[config.mk]
export PLATFORM = sky130hd
export DESIGN_NAME = hc_irq_unit
export DESIGN_NICKNAME = d
export VERILOG_FILES = /design/src/rtl/hc_irq_pkg.sv /design/src/rtl/hc_irq_status.sv /design/src/rtl/hc_irq_mask.sv /design/src/rtl/hc_irq_line.sv /design/src/rtl/hc_irq_unit.sv
export SDC_FILE = /design/constraint.sdc
export NUM_CORES = 1
export LEC_CHECK = 0
export BUFFER_PORTS_ARGS = -buffer_cell sky130_fd_sc_hd__buf_2
export CAP_MARGIN = 25
export CORE_MARGIN = 2
export CORE_UTILIZATION = 54
export CTS_BUF_LIST = sky130_fd_sc_hd__clkbuf_4 sky130_fd_sc_hd__clkbuf_8
export CTS_CLUSTER_SIZE = 16
export DETAILED_ROUTE_END_ITERATION = 16
export PLACE_DENSITY = 0.83
export SLEW_MARGIN = 15
export SYNTH_ARGS = -nofsm -noshare
export SYNTH_HDL_FRONTEND = slang
export SYNTH_HIERARCHICAL = 1
export SYNTH_SLANG_ARGS = --single-unit
[constraint.sdc]
create_clock -name clk -period 1.5 [get_ports clk]
set_input_delay 0.225 -clock clk [delete_from_list [all_inputs] [get_ports clk]]
set_output_delay 0.225 -clock clk [all_outputs]
set_load 0.05 [all_outputs]
[src/rtl/hc_irq_pkg.sv]
package hc_irq_pkg;

    localparam int HC_DW         = 32;
    localparam int HC_AW         = 2;
    localparam int HC_NUM_EV     = 8;
    localparam int HC_GATE_POS   = 31;
    localparam int HC_HANDOVER_P = 30;

    typedef enum logic [HC_AW-1:0] {
        HC_A_STATUS = 2'd0,
        HC_A_EN_SET = 2'd1,
        HC_A_EN_CLR = 2'd2,
        HC_A_SPARE  = 2'd3
    } hc_reg_e;

    // Event index to status bit position
    function automatic int ev_bit_pos(input int idx);
        if (idx == HC_NUM_EV - 1) return HC_HANDOVER_P;
        return idx;
    endfunction

    // Spread an event vector onto its status positions
    function automatic logic [HC_DW-1:0] ev_spread(input logic [HC_NUM_EV-1:0] ev);
        logic [HC_DW-1:0] r;
        r = '0;
        for (int i = 0; i < HC_NUM_EV; i++) begin
            r[ev_bit_pos(i)] = ev[i];
        end
        return r;
    endfunction

    localparam logic [HC_DW-1:0] HC_STAT_IMPL = ev_spread('1);
    localparam logic [HC_DW-1:0] HC_GATE_BIT  = HC_DW'(1) << HC_GATE_POS;
    localparam logic [HC_DW-1:0] HC_MASK_IMPL = HC_STAT_IMPL | HC_GATE_BIT;

endpackage

[src/rtl/hc_irq_status.sv]
module hc_irq_status
    import hc_irq_pkg::*;
#(
    parameter int DW  = HC_DW,
    parameter int NEV = HC_NUM_EV
) (
    input  logic           clk,
    input  logic           rst_n,
    input  logic [NEV-1:0] ev_pulse,
    input  logic           ack_we,
    input  logic [DW-1:0]  ack_data,
    output logic [DW-1:0]  stat_q
);

    typedef struct packed {
        logic [DW-1:0] stat;
    } stat_st_t;

    stat_st_t st_d, st_q;
    logic [DW-1:0] ev_vec;

    always_comb begin
        ev_vec = '0;
        for (int i = 0; i < NEV; i++) begin
            ev_vec[ev_bit_pos(i)] = ev_pulse[i];
        end
    end

    always_comb begin
        st_d = st_q;
        if (ack_we) begin
            st_d.stat = st_d.stat & ~ack_data;
        end
        // events applied after the clear so a collision keeps the bit
        st_d.stat = (st_d.stat | ev_vec) & HC_STAT_IMPL;
    end

    always_ff @(posedge clk or negedge rst_n) begin
        if (!rst_n) begin
            st_q <= '0;
        end else begin
            st_q <= st_d;
        end
    end

    assign stat_q = st_q.stat;

endmodule

[src/rtl/hc_irq_mask.sv]
module hc_irq_mask
    import hc_irq_pkg::*;
#(
    parameter int DW = HC_DW
) (
    input  logic          clk,
    input  logic          rst_n,
    input  logic          set_we,
    input  logic          clr_we,
    input  logic [DW-1:0] wdata,
    output logic [DW-1:0] mask_q
);

    typedef struct packed {
        logic [DW-1:0] mask;
    } mask_st_t;

    mask_st_t st_d, st_q;

    always_comb begin
        st_d = st_q;
        if (set_we) begin
            st_d.mask = (st_d.mask | wdata) & HC_MASK_IMPL;
        end
        if (clr_we) begin
            st_d.mask = st_d.mask & ~wdata;
        end
    end

    always_ff @(posedge clk or negedge rst_n) begin
        if (!rst_n) begin
            st_q.mask <= HC_GATE_BIT;
        end else begin
            st_q <= st_d;
        end
    end

    assign mask_q = st_q.mask;

endmodule

[src/rtl/hc_irq_line.sv]
module hc_irq_line
    import hc_irq_pkg::*;
#(
    parameter int DW      = HC_DW,
    parameter int GATE_AT = HC_GATE_POS
) (
    input  logic          clk,
    input  logic          rst_n,
    input  logic [DW-1:0] stat,
    input  logic [DW-1:0] mask,
    output logic          irq
);

    typedef struct packed {
        logic lvl;
    } line_st_t;

    line_st_t st_d, st_q;

    always_comb begin
        st_d.lvl = mask[GATE_AT] && (|(stat & mask));
    end

    always_ff @(posedge clk or negedge rst_n) begin
        if (!rst_n) begin
            st_q <= '0;
        end else begin
            st_q <= st_d;
        end
    end

    assign irq = st_q.lvl;

endmodule

[src/rtl/hc_irq_unit.sv]
module hc_irq_unit
    import hc_irq_pkg::*;
#(
    parameter int DW  = HC_DW,
    parameter int AW  = HC_AW,
    parameter int NEV = HC_NUM_EV
) (
    input  logic           clk,
    input  logic           rst_n,
    input  logic           reg_sel,
    input  logic           reg_wr,
    input  logic [AW-1:0]  reg_addr,
    input  logic [DW-1:0]  reg_wdata,
    output logic [DW-1:0]  reg_rdata,
    input  logic [NEV-1:0] ev_pulse,
    output logic           irq
);

    logic          wr_go;
    logic          ack_we;
    logic          set_we;
    logic          clr_we;
    logic [DW-1:0] stat_q;
    logic [DW-1:0] mask_q;

    assign wr_go  = reg_sel && reg_wr;
    assign ack_we = wr_go && (reg_addr == HC_A_STATUS);
    assign set_we = wr_go && (reg_addr == HC_A_EN_SET);
    assign clr_we = wr_go && (reg_addr == HC_A_EN_CLR);

    hc_irq_status #(.DW(DW), .NEV(NEV)) u_status (
        .clk      (clk),
        .rst_n    (rst_n),
        .ev_pulse (ev_pulse),
        .ack_we   (ack_we),
        .ack_data (reg_wdata),
        .stat_q   (stat_q)
    );

    hc_irq_mask #(.DW(DW)) u_mask (
        .clk    (clk),
        .rst_n  (rst_n),
        .set_we (set_we),
        .clr_we (clr_we),
        .wdata  (reg_wdata),
        .mask_q (mask_q)
    );

    hc_irq_line #(.DW(DW), .GATE_AT(HC_GATE_POS)) u_line (
        .clk   (clk),
        .rst_n (rst_n),
        .stat  (stat_q),
        .mask  (mask_q),
        .irq   (irq)
    );

    always_comb begin
        case (reg_addr)
            HC_A_STATUS: reg_rdata = stat_q;
            HC_A_EN_SET,
            HC_A_EN_CLR: reg_rdata = mask_q;
            default:     reg_rdata = '0;
        endcase
    end

endmodule

==> flow_metrics.env, run 1 <==
export IMPL_switching_share_pct=35.43
export IMPL_crit_arrival_ns=1.29
export IMPL_slew_violations=0
export IMPL_grt_ovfl_total=0
export IMPL_cts_root_buf="clkbuf_8"
export IMPL_post_drt_wl_per_cell_um=18.94
export IMPL_finalWorstSetupSlack_ns=-0.01727
export IMPL_remaining_drc_errors=0
export IMPL_synthAdderAreaFrac_pct=1.888
export IMPL_period_share_pct=101.2
export IMPL_end_kind="output pin"
export IMPL_synth_compound_area_share_pct=35.06
export IMPL_vias_per_cell=5.703
export IMPL_die_area_um2=5486
export IMPL_synth_top_family_by_area="compound AO/OA/AOI/OAI gates"
export IMPL_min_path_type="input port to flop"
export IMPL_cts_tree="built"
export IMPL_drtPass1Iterations=4
export IMPL_grt_max_degree=33
export IMPL_finalClockSkew_ns=0.006438
export IMPL_drv_cap=0
export IMPL_rsz0062_at_grt="true"
export IMPL_layout_drive_gt1_share_pct=62.21
export IMPL_fp_dieH_um=74.07
export IMPL_yosysTopAreaCell="dfrtp_1"
export IMPL_grt_usage_pct=27.60
export IMPL_syn_area_um2=2651
export IMPL_fmax_mhz=659.1
export IMPL_grt_pass1_wl_um=11340
export IMPL_fp_coreArea_um2=4723
export IMPL_grt_pass1_vias=2306
export IMPL_p_int_uw=2156
export IMPL_die_w_um=74.07
export IMPL_status="finished with violations"
export IMPL_start_util_pct=56.13
export IMPL_cts_sinks=41
export IMPL_synth_area_leaders="dfrtp_1, a211oi_2, a22oi_1"
export IMPL_cts_buffers_inserted=5
export IMPL_hold_violations=0
export IMPL_p_leak_uw=0.001534
export IMPL_vias=2344
export IMPL_place_gp_congestion=0.8618
export IMPL_switchingPower_uw=1183
export IMPL_antenna_found_initial=0
export IMPL_rows=25
export IMPL_portBuffers=78
export IMPL_synth_yosys_warnings=6
export IMPL_synth_top_area_share_pct=37.75
export IMPL_irDropWorstVdd_v=0.0005564
export IMPL_syn_inst=257
export IMPL_io_pins=79
export IMPL_synth_cell_types=21
export IMPL_required_ns=1.27
export IMPL_finalWorstPathRequiredPeriod_ns=1.517
export IMPL_synth_edf_count=0
export IMPL_syn_area_per_cell_um2=10.32
export IMPL_cts_setup_buffers=0
export IMPL_synthMuxAreaShare_pct=0
export IMPL_area_growth_pct=43.89
export IMPL_finalNetCount=393
export IMPL_crit_fanout=6
export IMPL_ys_flop_type="dfrtp_1"
export IMPL_htreeDepth=2
export IMPL_synth_common_cells="dfrtp_1, a22oi_1, buf_4, inv_1, a211oi_2"
export IMPL_clk_pin_slew_ns=0.09
export IMPL_yosys_area_share_simple_pct=8.259
export IMPL_power_density_nw_per_um2=875.1
export IMPL_synth_xor_area_share_pct=0
export IMPL_ys_async_sr_fraction_pct=100.0
export IMPL_ctsLongestPathBuffers=2
export IMPL_insertedDiodeCount=0
export IMPL_violations="setup timing"
export IMPL_yosysMostFrequentCell="dfrtp_1"
export IMPL_critical_path_class="input port to output pin"
export IMPL_hpwl_um=4748
export IMPL_clk_latency_ns=0.31
export IMPL_holdWs_ns=0.08381
export IMPL_ant_nets=0
export IMPL_synth_seq_area_share_pct=38.74
export IMPL_p_seq_share_pct=38.3
export IMPL_drt_initial_drc_count=192
export IMPL_pwr_share_comb_pct=34.2
export IMPL_dpl_worst_slack_ns=-0.1588
export IMPL_routed_wl_um=7784
export IMPL_setup_viol=2
export IMPL_pwr_share_clk_pct=27.6
export IMPL_startpoint_type="input port"
export IMPL_synth_seq_cells=41
## flip-flops by register name, summed over array words and instances (netlist names)
signal / flops
u_mask/mask_q: 32
u_status/stat_q: 8
u_line/irq: 1
## repair_timing
item,CTS,global route
hold endpoints to repair,18,0
gates cloned,1,2
setup endpoints to repair,32,27
pin swaps,2,7
hold buffers,1,0
resized for setup,61,25
## routing by layer
metal	GRT usage, %	share of wire, %	routed length, µm	vias up
met1	35.93	42	3246	1146
met3	5.149	6.4	501	16
met5	0	0	0	-
met4	8.081	1.5	116	0
met2	47.12	50	3919	132
li1	-	-	-	1050
## per-stage QoR
| stage | TNS, ns | instance area, µm² | std cells | power [µW] | utilization [%] |
|---|---|---|---|---|---|
| after global placement | -3.256 | 3312 | 399 | 2204 | 70.12 |
| final | -0.01784 | 3815 | 411 | 3339 | 80.77 |
| after global routing | -0.09212 | 3815 | 411 | 3448 | 80.77 |
| after detailed placement | -3.491 | 3312 | 399 | 2226 | 70.12 |
| after CTS | 0 | 3669 | 409 | 3227 | 77.67 |
| after floorplan | -0.04452 | 2940 | 280 | 1990 | - |
## critical path, cell delays in order
cell	delay (ns)
buf_8	0.08
inv_4	0.03
ha_4	0.36
buf_12	0.15
a22oi_1	0.10
nor2_2	0.16
buf_6	0.18
## logic make-up after synthesis
| group | Yosys count |
|---|---|
| flip-flops | 41 |
| AND/OR/NAND/NOR | 47 |
| other | 1 |
| AO/OA/AOI/OAI | 98 |
| adder cells (fa/ha/maj) | 4 |
| buffers and inverters | 66 |
## worst paths after layout
path,startpoint,cells past startpoint,endpoint,slack [ns]
min,ev_pulse[5],2,u_status/stat_q[5]$_DFF_PN0_,0.08
min in group asynchronous,rst_n,2,u_status/stat_q[30]$_DFF_PN0_,0.40
min reg2reg,u_mask/mask_q[29]$_DFF_PN0_,2,u_mask/mask_q[29]$_DFF_PN0_,0.55
max reg2reg,u_status/stat_q[3]$_DFF_PN0_,3,u_line/irq$_DFF_PN0_,0.09
max in group asynchronous,rst_n,3,u_mask/mask_q[31]$_DFF_PN1_,0.53
max,reg_addr[0],7,reg_rdata[29],-0.02
## area by class of cell
cell class                      instances  area, µm²
Tap cell                               67      83.83
Multi-Input combinational cell        173       1617
Fill cell                             271      908.4
Timing Repair Buffer                   97      877.1
Sequential cell                        41       1027
Clock buffer                            6      76.32
Inverter                               25      98.84
Clock inverter                          2      35.03
## layout by cell type (no fill, tap or decap), drive strengths merged, types with 8 or more instances in the layout
cell type,instances
buf,94
a22oi,48
dfrtp,40
nor2,32
inv,25
conb,24
a211oi,23
a21oi,18
nand2,8
a21o,8
clkbuf,8
## power groups by stage
stage / combinational [µW] / clock, µW / sequential, µW
5_1_grt: 1190 / 970 / 1280
2_1_floorplan: 699 / 0 / 1290
4_1_cts: 1050 / 911 / 1270
6_report: 1140 / 920 / 1280
3_3_place_gp: 920 / 0 / 1280
3_5_place_dp: 937 / 0 / 1290
Note: power is estimated with default switching activity, not from simulation.
==> run 2: changes to the inputs <==
--- a/config.mk
+++ b/config.mk
@@ -9,9 +9,8 @@
 export CAP_MARGIN = 25
 export CORE_MARGIN = 2
-export CORE_UTILIZATION = 54
+export CORE_UTILIZATION = 25
 export CTS_BUF_LIST = sky130_fd_sc_hd__clkbuf_4 sky130_fd_sc_hd__clkbuf_8
 export CTS_CLUSTER_SIZE = 16
 export DETAILED_ROUTE_END_ITERATION = 16
-export PLACE_DENSITY = 0.83
 export SLEW_MARGIN = 15
 export SYNTH_ARGS = -nofsm -noshare
@@ -19,2 +18,3 @@
 export SYNTH_HIERARCHICAL = 1
 export SYNTH_SLANG_ARGS = --single-unit
+export TNS_END_PERCENT = 50
==> constraint.sdc (replaced) <==
create_clock -name clk -period 1.5 [get_ports clk]
set_input_delay 0.225 -clock clk [delete_from_list [all_inputs] [get_ports clk]]
set_output_delay 0.225 -clock clk [all_outputs]
set_load 0.01 [all_outputs]
==> flow_metrics.env, run 2 (synthesis gave the netlist of run 1 again) <==
export IMPL_largest_reg_flops=32
export IMPL_finalNonFillerCells=482
export IMPL_start_util_pct=25.68
export IMPL_cts_buffers_inserted=5
export IMPL_fmax_mhz=690.1
export IMPL_mostFrequentLayoutCells="buf_2, dfrtp_1, a22oi_1"
export IMPL_fp_dieH_um=107.0
export IMPL_grt_ovfl_total=0
export IMPL_placed_cell_area_um2=3186
export IMPL_crit_fanout=10
export IMPL_cts_setup_buffers=0
export IMPL_crit_arrival_ns=1.22
export IMPL_irDropWorstVdd_v=0.0003768
export IMPL_switchingPower_uw=877.2
export IMPL_remaining_drc_errors=0
export IMPL_setup_viol=0
export IMPL_fp_coreArea_um2=10320
export IMPL_final_common_cell="buf_2"
export IMPL_drv_cap=0
export IMPL_end_kind="output pin"
export IMPL_max_stage_delay_ns=0.31
export IMPL_drt_initial_drc_count=122
export IMPL_grt_pass1_wl_um=11940
export IMPL_io_pins=79
export IMPL_ctsLongestPathBuffers=2
export IMPL_holdWs_ns=0.08882
export IMPL_status="completed"
export IMPL_p_seq_share_pct=41.3
export IMPL_final_area_um2=3396
export IMPL_crit_top_cell="buf_2"
export IMPL_p_int_uw=2179
export IMPL_finalWorstPathRequiredPeriod_ns=1.449
export IMPL_required_ns=1.27
export IMPL_routed_wl_um=7300
export IMPL_critical_path_class="input port to output pin"
export IMPL_utilization_pct=32.89
export IMPL_cts_tree="built"
export IMPL_cts_sinks=41
export IMPL_grt_usage_pct=13.36
export IMPL_dp_cells=473
export IMPL_grt_max_degree=26
export IMPL_vias_per_cell=4.459
export IMPL_insertedDiodeCount=0
export IMPL_rsz0062_at_grt="true"
export IMPL_clk_pin_slew_ns=0.08
export IMPL_clk_latency_ns=0.30
export IMPL_die_w_um=107.0
export IMPL_pwr_share_clk_pct=35.5
export IMPL_place_gp_congestion=0.7996
export IMPL_htreeDepth=2
export IMPL_layout_drive_gt1_share_pct=51.45
export IMPL_hpwl_um=5664
export IMPL_hold_violations=0
export IMPL_antenna_found_initial=0
export IMPL_rows=37
export IMPL_vias=2149
export IMPL_dpl_worst_slack_ns=-0.04156
export IMPL_startpoint_type="input port"
export IMPL_drtPass1Iterations=4
export IMPL_slew_violations=0
export IMPL_die_area_um2=11440
export IMPL_ant_nets=0
export IMPL_pwr_share_comb_pct=23.2
export IMPL_crit_path_top_delay_cell="ha_4"
export IMPL_post_drt_wl_per_cell_um=15.15
export IMPL_switching_share_pct=28.70
export IMPL_power_density_nw_per_um2=900.0
export IMPL_portBuffers=78
export IMPL_finalWorstSetupSlack_ns=0.05087
export IMPL_crit_chain="buf_2 > inv_1 > ha_4 > buf_6 > a22oi_1 > nor2_1 > buf_2"
export IMPL_area_growth_pct=28.08
export IMPL_min_path_type="input port to flop"
export IMPL_finalNetCount=395
export IMPL_p_leak_uw=0.001478
export IMPL_grt_pass1_vias=2273
export IMPL_finalClockSkew_ns=0.007956
export IMPL_period_share_pct=96.61
export IMPL_cts_root_buf="clkbuf_8"
[run 2: routing by layer]
metal | GRT usage (%) | wire length, µm
met3 | 2.918 | 352
met5 | 0 | 0
met1 | 19.10 | 3548
met2 | 20.88 | 3352
met4 | 2.505 | 47
[run 2: worst paths after layout]
kind                                          startpoint                            end  slack, ns  depth (start not counted)
setup / recovery                             reg_addr[1]                  reg_rdata[29]       0.05                          7
hold / removal                             reg_wdata[31]    u_mask/mask_q[31]$_DFF_PN1_       0.09                          2
setup reg to reg              u_mask/mask_q[6]$_DFF_PN0_           u_line/irq$_DFF_PN0_       0.10                          3
hold reg to reg            u_status/stat_q[30]$_DFF_PN0_  u_status/stat_q[30]$_DFF_PN0_       0.53                          1
max in group asynchronous                          rst_n    u_mask/mask_q[17]$_DFF_PN0_       0.65                          3
min in group asynchronous                          rst_n     u_mask/mask_q[2]$_DFF_PN0_       0.29                          2
[run 2: worst max-delay path: cells and delay by family]
kind                       cells  cell delay (ns)
AOI/OAI and AO/OA              1             0.09
buffers and inverters          4             0.47
adders and majority gates      1             0.31
and+or+nand+nor                1             0.13
[run 2: power groups by stage]
stage	Combinational (µW)	Sequential, µW	Clock, µW
2_1_floorplan	445	1270	0
3_3_place_gp	671	1280	0
3_5_place_dp	684	1280	0
4_1_cts	704	1260	1130
5_1_grt	784	1270	1180
6_report	708	1260	1090
[run 2: area by class of cell]
class,instances,area (µm²)
fillers,1080,6928
multi-input cells,173,1334
flip-flops and latches,41,1027
repair buffers,99,633.1
well taps,136,170.2
inverters,25,93.84
clock buffers,5,68.82
clock inverters,3,68.82
[run 2: per-stage QoR]
step	TNS, ns	power, µW
floorplan	0	1716
global placement	-0.1760	1952
detailed placement	-0.3611	1968
CTS	0	3094
global route	-0.02784	3232
finish	0	3056
[run 2: what timing repair did]
action	CTS	global route
hold endpoints to repair	8	0
gates resized for setup	6	7
pin swaps	1	1
hold buffers	1	0
endpoints found under the setup margin	19	13
